`config.mk`:
```
export PLATFORM = sky130hd
export DESIGN_NAME = bcd_decade_counter
export DESIGN_NICKNAME = d
export VERILOG_FILES = /design/src/rtl/bcd_ctr_pkg.sv /design/src/rtl/bcd_op_decode.sv /design/src/rtl/bcd_step_logic.sv /design/src/rtl/bcd_term_detect.sv /design/src/rtl/bcd_decade_counter.sv
export SDC_FILE = /design/constraint.sdc
export NUM_CORES = 1
export LEC_CHECK = 0
export CORE_AREA = 2 2 39 41
export CTS_BUF_LIST = sky130_fd_sc_hd__clkbuf_8
export CTS_CLUSTER_DIAMETER = 80
export DETAILED_ROUTE_END_ITERATION = 12
export DIE_AREA = 0 0 41 43
export DONT_BUFFER_PORTS = 1
export PLACE_DENSITY = 0.69
export SETUP_SLACK_MARGIN = 0.15
export SLEW_MARGIN = 0
export SYNTH_ARGS = -nofsm -noshare
export SYNTH_HDL_FRONTEND = slang
export SYNTH_HIERARCHICAL = 1
export SYNTH_SLANG_ARGS = --single-unit
```
`constraint.sdc`:
```
create_clock -name clk -period 2.6 [get_ports clk]
set_clock_uncertainty 0.1 [all_clocks]
set_input_delay 0.13 -clock clk [delete_from_list [all_inputs] [get_ports clk]]
set_output_delay 0.13 -clock clk [all_outputs]
set_load 0.05 [all_outputs]
```
`src/rtl/bcd_ctr_pkg.sv`:
```
`timescale 1ns/1ps
package bcd_ctr_pkg;

  typedef enum logic [1:0] {
    OP_LOAD = 2'b00,
    OP_UP   = 2'b01,
    OP_DOWN = 2'b10,
    OP_HOLD = 2'b11
  } op_e;

  localparam int unsigned DEC_TOP = 9;

endpackage

```
`src/rtl/bcd_op_decode.sv`:
```
`timescale 1ns/1ps
module bcd_op_decode
  import bcd_ctr_pkg::*;
(
  input  logic [1:0] mode_sel,
  input  logic       carry_in_n,
  output logic       do_load,
  output logic       up_sel,
  output logic       down_sel,
  output logic       step_up,
  output logic       step_down
);

  op_e op;

  always_comb begin
    op        = op_e'(mode_sel);
    do_load   = (op == OP_LOAD);
    up_sel    = (op == OP_UP);
    down_sel  = (op == OP_DOWN);
    step_up   = up_sel   && !carry_in_n;
    step_down = down_sel && !carry_in_n;
  end

endmodule

```
`src/rtl/bcd_step_logic.sv`:
```
`timescale 1ns/1ps
module bcd_step_logic
  import bcd_ctr_pkg::*;
#(
  parameter int unsigned DIGIT_W = 4
) (
  input  logic [DIGIT_W-1:0] cur,
  input  logic [DIGIT_W-1:0] load_data,
  input  logic               do_load,
  input  logic               step_up,
  input  logic               step_down,
  output logic [DIGIT_W-1:0] nxt
);

  localparam logic [DIGIT_W-1:0] TOP  = DIGIT_W'(DEC_TOP);
  localparam logic [DIGIT_W-1:0] ZERO = '0;
  localparam logic [DIGIT_W-1:0] ONE  = DIGIT_W'(1);

  logic [DIGIT_W-1:0] up_val;
  logic [DIGIT_W-1:0] dn_val;

  // Upward successor, including the recovery path for unused codes
  always_comb begin
    if (cur < TOP) begin
      up_val = cur + ONE;
    end else if (cur == TOP) begin
      up_val = ZERO;
    end else begin
      case (cur)
        DIGIT_W'(10): up_val = DIGIT_W'(11);
        DIGIT_W'(11): up_val = DIGIT_W'(6);
        DIGIT_W'(12): up_val = DIGIT_W'(13);
        DIGIT_W'(13): up_val = DIGIT_W'(4);
        DIGIT_W'(14): up_val = DIGIT_W'(15);
        default:      up_val = ZERO;
      endcase
    end
  end

  // Downward successor, including the recovery path for unused codes
  always_comb begin
    if (cur == ZERO) begin
      dn_val = TOP;
    end else if (cur <= TOP) begin
      dn_val = cur - ONE;
    end else begin
      case (cur)
        DIGIT_W'(10): dn_val = DIGIT_W'(9);
        DIGIT_W'(11): dn_val = DIGIT_W'(10);
        DIGIT_W'(12): dn_val = DIGIT_W'(3);
        DIGIT_W'(13): dn_val = DIGIT_W'(12);
        DIGIT_W'(14): dn_val = DIGIT_W'(5);
        default:      dn_val = DIGIT_W'(14);
      endcase
    end
  end

  always_comb begin
    if (do_load)        nxt = load_data;
    else if (step_up)   nxt = up_val;
    else if (step_down) nxt = dn_val;
    else                nxt = cur;
  end

endmodule

```
`src/rtl/bcd_term_detect.sv`:
```
`timescale 1ns/1ps
module bcd_term_detect
  import bcd_ctr_pkg::*;
#(
  parameter int unsigned DIGIT_W = 4
) (
  input  logic [DIGIT_W-1:0] cur,
  input  logic               up_sel,
  input  logic               down_sel,
  input  logic               carry_in_n,
  output logic               carry_out_n
);

  logic at_top;
  logic at_zero;

  always_comb begin
    at_top      = (cur == DIGIT_W'(DEC_TOP));
    at_zero     = (cur == '0);
    carry_out_n = !(!carry_in_n && ((up_sel && at_top) || (down_sel && at_zero)));
  end

endmodule

```
`src/rtl/bcd_decade_counter.sv`:
```
`timescale 1ns/1ps
module bcd_decade_counter
  import bcd_ctr_pkg::*;
#(
  parameter int unsigned DIGIT_W = 4
) (
  input  logic               clk,
  input  logic               rst,
  input  logic [1:0]         mode_sel,
  input  logic               carry_in_n,
  input  logic [DIGIT_W-1:0] load_data,
  output logic [DIGIT_W-1:0] count_q,
  output logic               carry_out_n
);

  localparam logic [DIGIT_W-1:0] TOP = DIGIT_W'(DEC_TOP);

  logic               do_load;
  logic               up_sel;
  logic               down_sel;
  logic               step_up;
  logic               step_down;
  logic [DIGIT_W-1:0] digit_nxt;
  logic [DIGIT_W-1:0] digit_r;

  bcd_op_decode u_dec (
    .mode_sel   (mode_sel),
    .carry_in_n (carry_in_n),
    .do_load    (do_load),
    .up_sel     (up_sel),
    .down_sel   (down_sel),
    .step_up    (step_up),
    .step_down  (step_down)
  );

  bcd_step_logic #(.DIGIT_W(DIGIT_W)) u_step (
    .cur       (digit_r),
    .load_data (load_data),
    .do_load   (do_load),
    .step_up   (step_up),
    .step_down (step_down),
    .nxt       (digit_nxt)
  );

  bcd_term_detect #(.DIGIT_W(DIGIT_W)) u_term (
    .cur         (digit_r),
    .up_sel      (up_sel),
    .down_sel    (down_sel),
    .carry_in_n  (carry_in_n),
    .carry_out_n (carry_out_n)
  );

  always_ff @(posedge clk) begin
    if (rst) digit_r <= '0;
    else     digit_r <= digit_nxt;
  end

  assign count_q = digit_r;


  reset_clear_chk: assert property (@(posedge clk) rst |=> (count_q == '0));


  load_take_chk: assert property (@(posedge clk) disable iff (rst)
    (mode_sel == 2'b00) |=> (count_q == $past(load_data)));


  hold_keep_chk: assert property (@(posedge clk) disable iff (rst)
    (mode_sel == 2'b11) |=> $stable(count_q));


  cin_gate_chk: assert property (@(posedge clk) disable iff (rst)
    (mode_sel[1] != mode_sel[0] && carry_in_n) |=> $stable(count_q));


  up_wrap_chk: assert property (@(posedge clk) disable iff (rst)
    (mode_sel == 2'b01 && !carry_in_n && count_q == TOP) |=> (count_q == '0));


  down_wrap_chk: assert property (@(posedge clk) disable iff (rst)
    (mode_sel == 2'b10 && !carry_in_n && count_q == '0) |=> (count_q == TOP));


  carry_idle_chk: assert property (@(posedge clk) disable iff (rst)
    (mode_sel[1] == mode_sel[0] || carry_in_n) |-> carry_out_n);


  up_recover_chk: assert property (@(posedge clk) disable iff (rst)
    (mode_sel == 2'b01 && !carry_in_n && count_q > TOP && count_q[0]) |=> (count_q <= TOP));


  down_recover_chk: assert property (@(posedge clk) disable iff (rst)
    (mode_sel == 2'b10 && !carry_in_n && count_q > TOP && !count_q[0]) |=> (count_q <= TOP));

endmodule

```
# After elaboration in Yosys (flattened, before gate mapping)
# Cells that the tools add are included.
dict set report totals {
  rom_bits 0
  word_cells 33
  out_inout_bits 5
  latchBits 0
  memories 0
  ram_bits 0
  input_bits 9
  ff_bits 4
}
dict set report classes {
  n_div 0
  reduce_logical 11
  bitwise 0
  n_mul 0
  muxes 9
  shifts 0
  add_sub_neg 2
  eq_ne 8
  order_cmp 2
}
# operator count
set ops {}
lappend ops {{one-hot mux 4 bit (5 select lines)} 2}
lappend ops {{2-to-1 mux 4 bit} 7}
lappend ops {{equality test 4 bit (second input constant)} 6}
lappend ops {{logical AND 1 bit} 5}
lappend ops {{adder 4 x 1 -> 4 bit (second input constant)} 1}
lappend ops {{<= comparator 4 bit (second input constant)} 1}
lappend ops {{zero test 4 bit} 1}
lappend ops {{< comparator 4 bit (second input constant)} 1}
lappend ops {{subtractor 4 x 1 -> 4 bit (second input constant)} 1}
lappend ops {{nonzero test 3 bit} 1}
lappend ops {{equality test 2 x 1 -> 1 bit (second input constant)} 1}
lappend ops {{equality test 2 bit (second input constant)} 1}
lappend ops {{zero test 1 bit} 2}
lappend ops {{zero test 2 bit} 1}
lappend ops {{logical OR 1 bit} 1}

# Longest topological paths before layout
dict set report depth {
  word_depth 7
  depth_mapped 8
  depth_no_buf 8
}

# By module
# The synthesis kept the hierarchy.
# module n_inst area_each_um2 cells_each seq_area_each_um2
set by_module_without_submodules {}
lappend by_module_without_submodules {bcd_step_logic 1 421.7 62 0.0}
lappend by_module_without_submodules {bcd_decade_counter 1 105.1 8 80.1}
lappend by_module_without_submodules {bcd_op_decode 1 41.3 5 0.0}
lappend by_module_without_submodules {bcd_term_detect 1 28.8 4 0.0}

# Worst setup path before layout
# Ideal clock, no wire load.
dict set report synth_path {
  path_kind {register -> register}
  from {reg digit_r[0] (netlist: count_q[0])}
  to {reg digit_r[2] (netlist: count_q[2])}
  n_path_buf 0
  stages_incl_launch_ff 8
  setup_ns 0.065
  arrival_ns 2.201
  t_required_ns 2.435
  path_slack_ns 0.233
  cell_sequence {dfxtp_1 -> inv_1 -> ha_1 -> nor4b_2 -> o21ai_1 -> nor4b_1 -> a2111oi_1 -> nor2b_1}
}
dict set report synth_between {
  elab_chain_cells 7
}
# element line
set synth_lines {}
lappend synth_lines {{start, declared} bcd_decade_counter.sv:24} ;# logic [DIGIT_W-1:0] digit_r;
lappend synth_lines {{start signal, assigned} bcd_decade_counter.sv:55} ;# else digit_r <= digit_nxt;
lappend synth_lines {{equality test 4 bit} {bcd_step_logic.sv:29, bcd_step_logic.sv:47}}
lappend synth_lines {{one-hot mux 4 bit (5 select lines)} bcd_step_logic.sv:47} ;# case (cur)
lappend synth_lines {{2-to-1 mux 4 bit} bcd_step_logic.sv:44} ;# end else if (cur <= TOP) begin
lappend synth_lines {{2-to-1 mux 4 bit} bcd_step_logic.sv:42} ;# if (cur == ZERO) begin
lappend synth_lines {{2-to-1 mux 4 bit} bcd_step_logic.sv:61} ;# else if (step_down) nxt = dn_val;
lappend synth_lines {{2-to-1 mux 4 bit (*)} bcd_step_logic.sv:60} ;# else if (step_up) nxt = up_val;
lappend synth_lines {{2-to-1 mux 4 bit (*)} bcd_step_logic.sv:59} ;# if (do_load) nxt = load_data;
lappend synth_lines {{via digit_nxt[2]} bcd_decade_counter.sv:23} ;# logic [DIGIT_W-1:0] digit_nxt;
# Mark *: on every way through the listed nets, which the timed path passes. The rest lies on a longest branch. The select of a mux whose other input is x is not followed.
# A chain may end at the register's enable or synchronous reset.

# Worst setup path in the final report
# Same ends and word-level chain as after synthesis.

==> results.sh <==
export IMPL_outcome="finished, final reports clean"
export IMPL_drc=0
export IMPL_critPathMaxFanout=7
export IMPL_worstSetupEndpoint="count_q[2]"
export IMPL_hpwl_um=1070
export IMPL_synth_seq_cells=4
export IMPL_largest_reg_flops=4
export IMPL_first_pass_iters=4
export IMPL_seqCellArea_um2=80.1
export IMPL_rsz0062_at_grt="false"
export IMPL_clock_latency_ns=0.21
export IMPL_row_count=14
export IMPL_cts_reportedPaths_clkPinSlew_ns=0.03
export IMPL_hold_start="load_data[1]"
export IMPL_ir_worst_vdd_mv=0.354
export IMPL_crit_type="reg -> reg"
export IMPL_worstPathArrival_ns=2.22
export IMPL_io_pins=14
export IMPL_drt_wl_total_um=1390
export IMPL_r2r_end="count_q[2]"
export IMPL_hold_viol=0
export IMPL_port_buffers=0
export IMPL_largestRegisters="count_q: 4 flops"
export IMPL_initial_core_util_pct=43.1
export IMPL_antenna_left=0
export IMPL_area_delta_synth_final_pct=14.7
export IMPL_clk_path_buf_depth=2
export IMPL_cp_startpoint="count_q[0]"
export IMPL_post_route_min_period_ns=2.18
export IMPL_antenna_found_initial=0
export IMPL_fmax_ghz=0.460
export IMPL_synth_top_cells_by_area="dfxtp_1, ha_1, nor2b_1, inv_1, a21oi_1"
export IMPL_cts_resized=0
export IMPL_gp_congestion=0.849
export IMPL_postCtsSetupRepairBufs=0
export IMPL_coreArea_um2=1380
export IMPL_nets=101
export IMPL_cts_buffers=3
export IMPL_postCtsHoldBufs=1
export IMPL_critPathSlowestCell="dfxtp_1"
export IMPL_regToRegStartpoint="count_q[0]"
export IMPL_whs_ns=0.0618
export IMPL_drive_above_1_share_pct=16.5
export IMPL_maxCapViolations=0
export IMPL_grt_max_degree=16
export IMPL_required_ns=2.64
export IMPL_grt_usage_pct=18.1
export IMPL_cpPeakStageDelay_ns=0.41
export IMPL_yosysTopAreaCellShare_pct=13.4
export IMPL_viasPerCell=5.98
export IMPL_top_register="count_q"
export IMPL_yosysSeqAreaShare_pct=13.4
export IMPL_final_cell_mix="nor2b_1, inv_1"
export IMPL_die_area_um2=1760
export IMPL_powerDensity_nw_per_um2=484
export IMPL_routedWlPerCell_um=13.7
export IMPL_fin_crit_sh_pct=83.7
export IMPL_drtIter0Drc=12
export IMPL_grt_pass1_vias=529
export IMPL_r2r_slack_ns=0.42
export IMPL_synthCells=79
export IMPL_fillCellCount=135
export IMPL_layout_commonest_cell="nor2b_1"
export IMPL_clock_sinks=4
export IMPL_p_leak_nw=0.262
export IMPL_setup_worst_path_start_class="flop"
export IMPL_yosysWarningCount=6
export IMPL_path_cells="inv_1 > ha_1 > nor4b_2 > o21ai_1 > nor4b_1 > a2111oi_1 > nor2b_1"
export IMPL_grt_overflow_total=0
export IMPL_finalSetupTns_ns=0
export IMPL_htree_levels=1
export IMPL_hold_path_class="in -> reg"
export IMPL_finalSetupViolCount=0
export IMPL_syn_avg_cell_area_um2=7.55
export IMPL_cts_tree="built"
export IMPL_cts_root_buf="clkbuf_8"
export IMPL_syn_num_nets=93
export IMPL_tightest_slew_ns=0.573
export IMPL_num_antenna_cells=0
export IMPL_multiInputGateArea_um2=469
export IMPL_die_w_um=41
export IMPL_synth_largest_area_cell="dfxtp_1"
export IMPL_relSlewSlack_pct=61.7
export IMPL_worstSetupEndpointType="flop"
export IMPL_synth_area_um2=597
export IMPL_die_height_um=43
export IMPL_num_vias=604
export IMPL_synthDistinctLibCells=34
export IMPL_rr_worst_depth=7
export IMPL_grt_pass1_wl_um=2260
export IMPL_maxSlewViolCount=0
-- per-stage QoR --
step | std cells | setup WS (ns) | instance area (µm²) | utilization [%] | power (mW)
3_3_place_gp | 97 | 0.504 | 633 | 45.8 | 0.201
3_5_place_dp | 97 | 0.487 | 633 | 45.8 | 0.201
2_1_floorplan | 79 | 0.233 | 597 | - | 0.178
5_1_grt | 101 | 0.248 | 684 | 49.5 | 0.349
4_1_cts | 101 | 0.488 | 684 | 49.5 | 0.332
6_report | 101 | 0.424 | 684 | 49.5 | 0.331
-- logic make-up after synthesis --
family / after synthesis / synth area share (%)
compound gates: 30 / 34.2
flops: 4 / 13.4
mux: 1 / 1.89
buf+inv: 10 / 7.97
simple gates: 28 / 30.6
fa+ha+maj: 5 / 10.5
xor+xnor: 1 / 1.47
-- final cells by class --
| class | count | area share, % |
|---|---|---|
| Multi-Input combinational cell | 65 | 68.6 |
| Sequential cell | 4 | 11.7 |
| Timing Repair Buffer | 6 | 6.95 |
| Clock buffer | 3 | 6.03 |
| Inverter | 7 | 3.84 |
| Tap cell | 16 | 2.93 |
-- Yosys cell counts --
master and number:
nor3b_2 2, o21ai_0 5, inv_1 7, nand2_1 5
buf_6 1, o31ai_1 2, nor4b_1 1, and3_4 1
ha_1 5, o21a_1 2, a2111oi_0 2, and2_1 1
o21ai_1 3, a22o_1 1, nor3_1 3, a21o_1 1
a211oi_1 1, a2111oi_1 1, nor2_1 3, dfxtp_1 4
a21oi_1 5, nor3b_1 2, a21boi_0 2, mux2_2 1
o221a_2 1, o221ai_1 1, o211ai_1 1, xnor2_1 1
nor4b_2 1, buf_2 2, nor2b_1 8, a211o_1 1
nand2b_1 1, a31oi_1 1
-- power by group --
group | switching [mW] | internal (mW) | total (mW)
registers | 0.0135 | 0.0675 | 0.0810
clock network | 0.0286 | 0.0984 | 0.127
logic | 0.0730 | 0.0500 | 0.123
-- per-layer routing --
| layer | vias up | global-route usage [%] | part of all wire (%) | wire (µm) |
|---|---|---|---|---|
| li1 | 304 | - | - | - |
| met1 | 283 | 27.0 | 49 | 675 |
| met2 | 17 | 25.9 | 47 | 656 |
| met3 | 0 | 3.66 | 3.8 | 53 |
| met4 | 0 | 4.00 | 0 | 0 |
| met5 | - | 0 | 0 | 0 |
-- worst max-delay path: cells and delay by family, from the launching register on --
kind,cells,cell delay (ns)
and+or+nand+nor,3,0.66
AOI/OAI and AO/OA,2,0.54
DFF,1,0.41
adders and majority gates,1,0.29
buffers and inverters,1,0.11
-- worst min path at each step --
stage | end | slack [ns] | cells past startpoint
after detailed placement | count_q[3] | 0.10 | 1
after CTS | count_q[1] | 0.06 | 3
final | count_q[1] | 0.06 | 3
after global placement | count_q[0] | 0.10 | 1
after global routing | count_q[2] | 0.11 | 3
after floorplan | count_q[0] | 0.10 | 1
(Power assumes the default switching activity.)
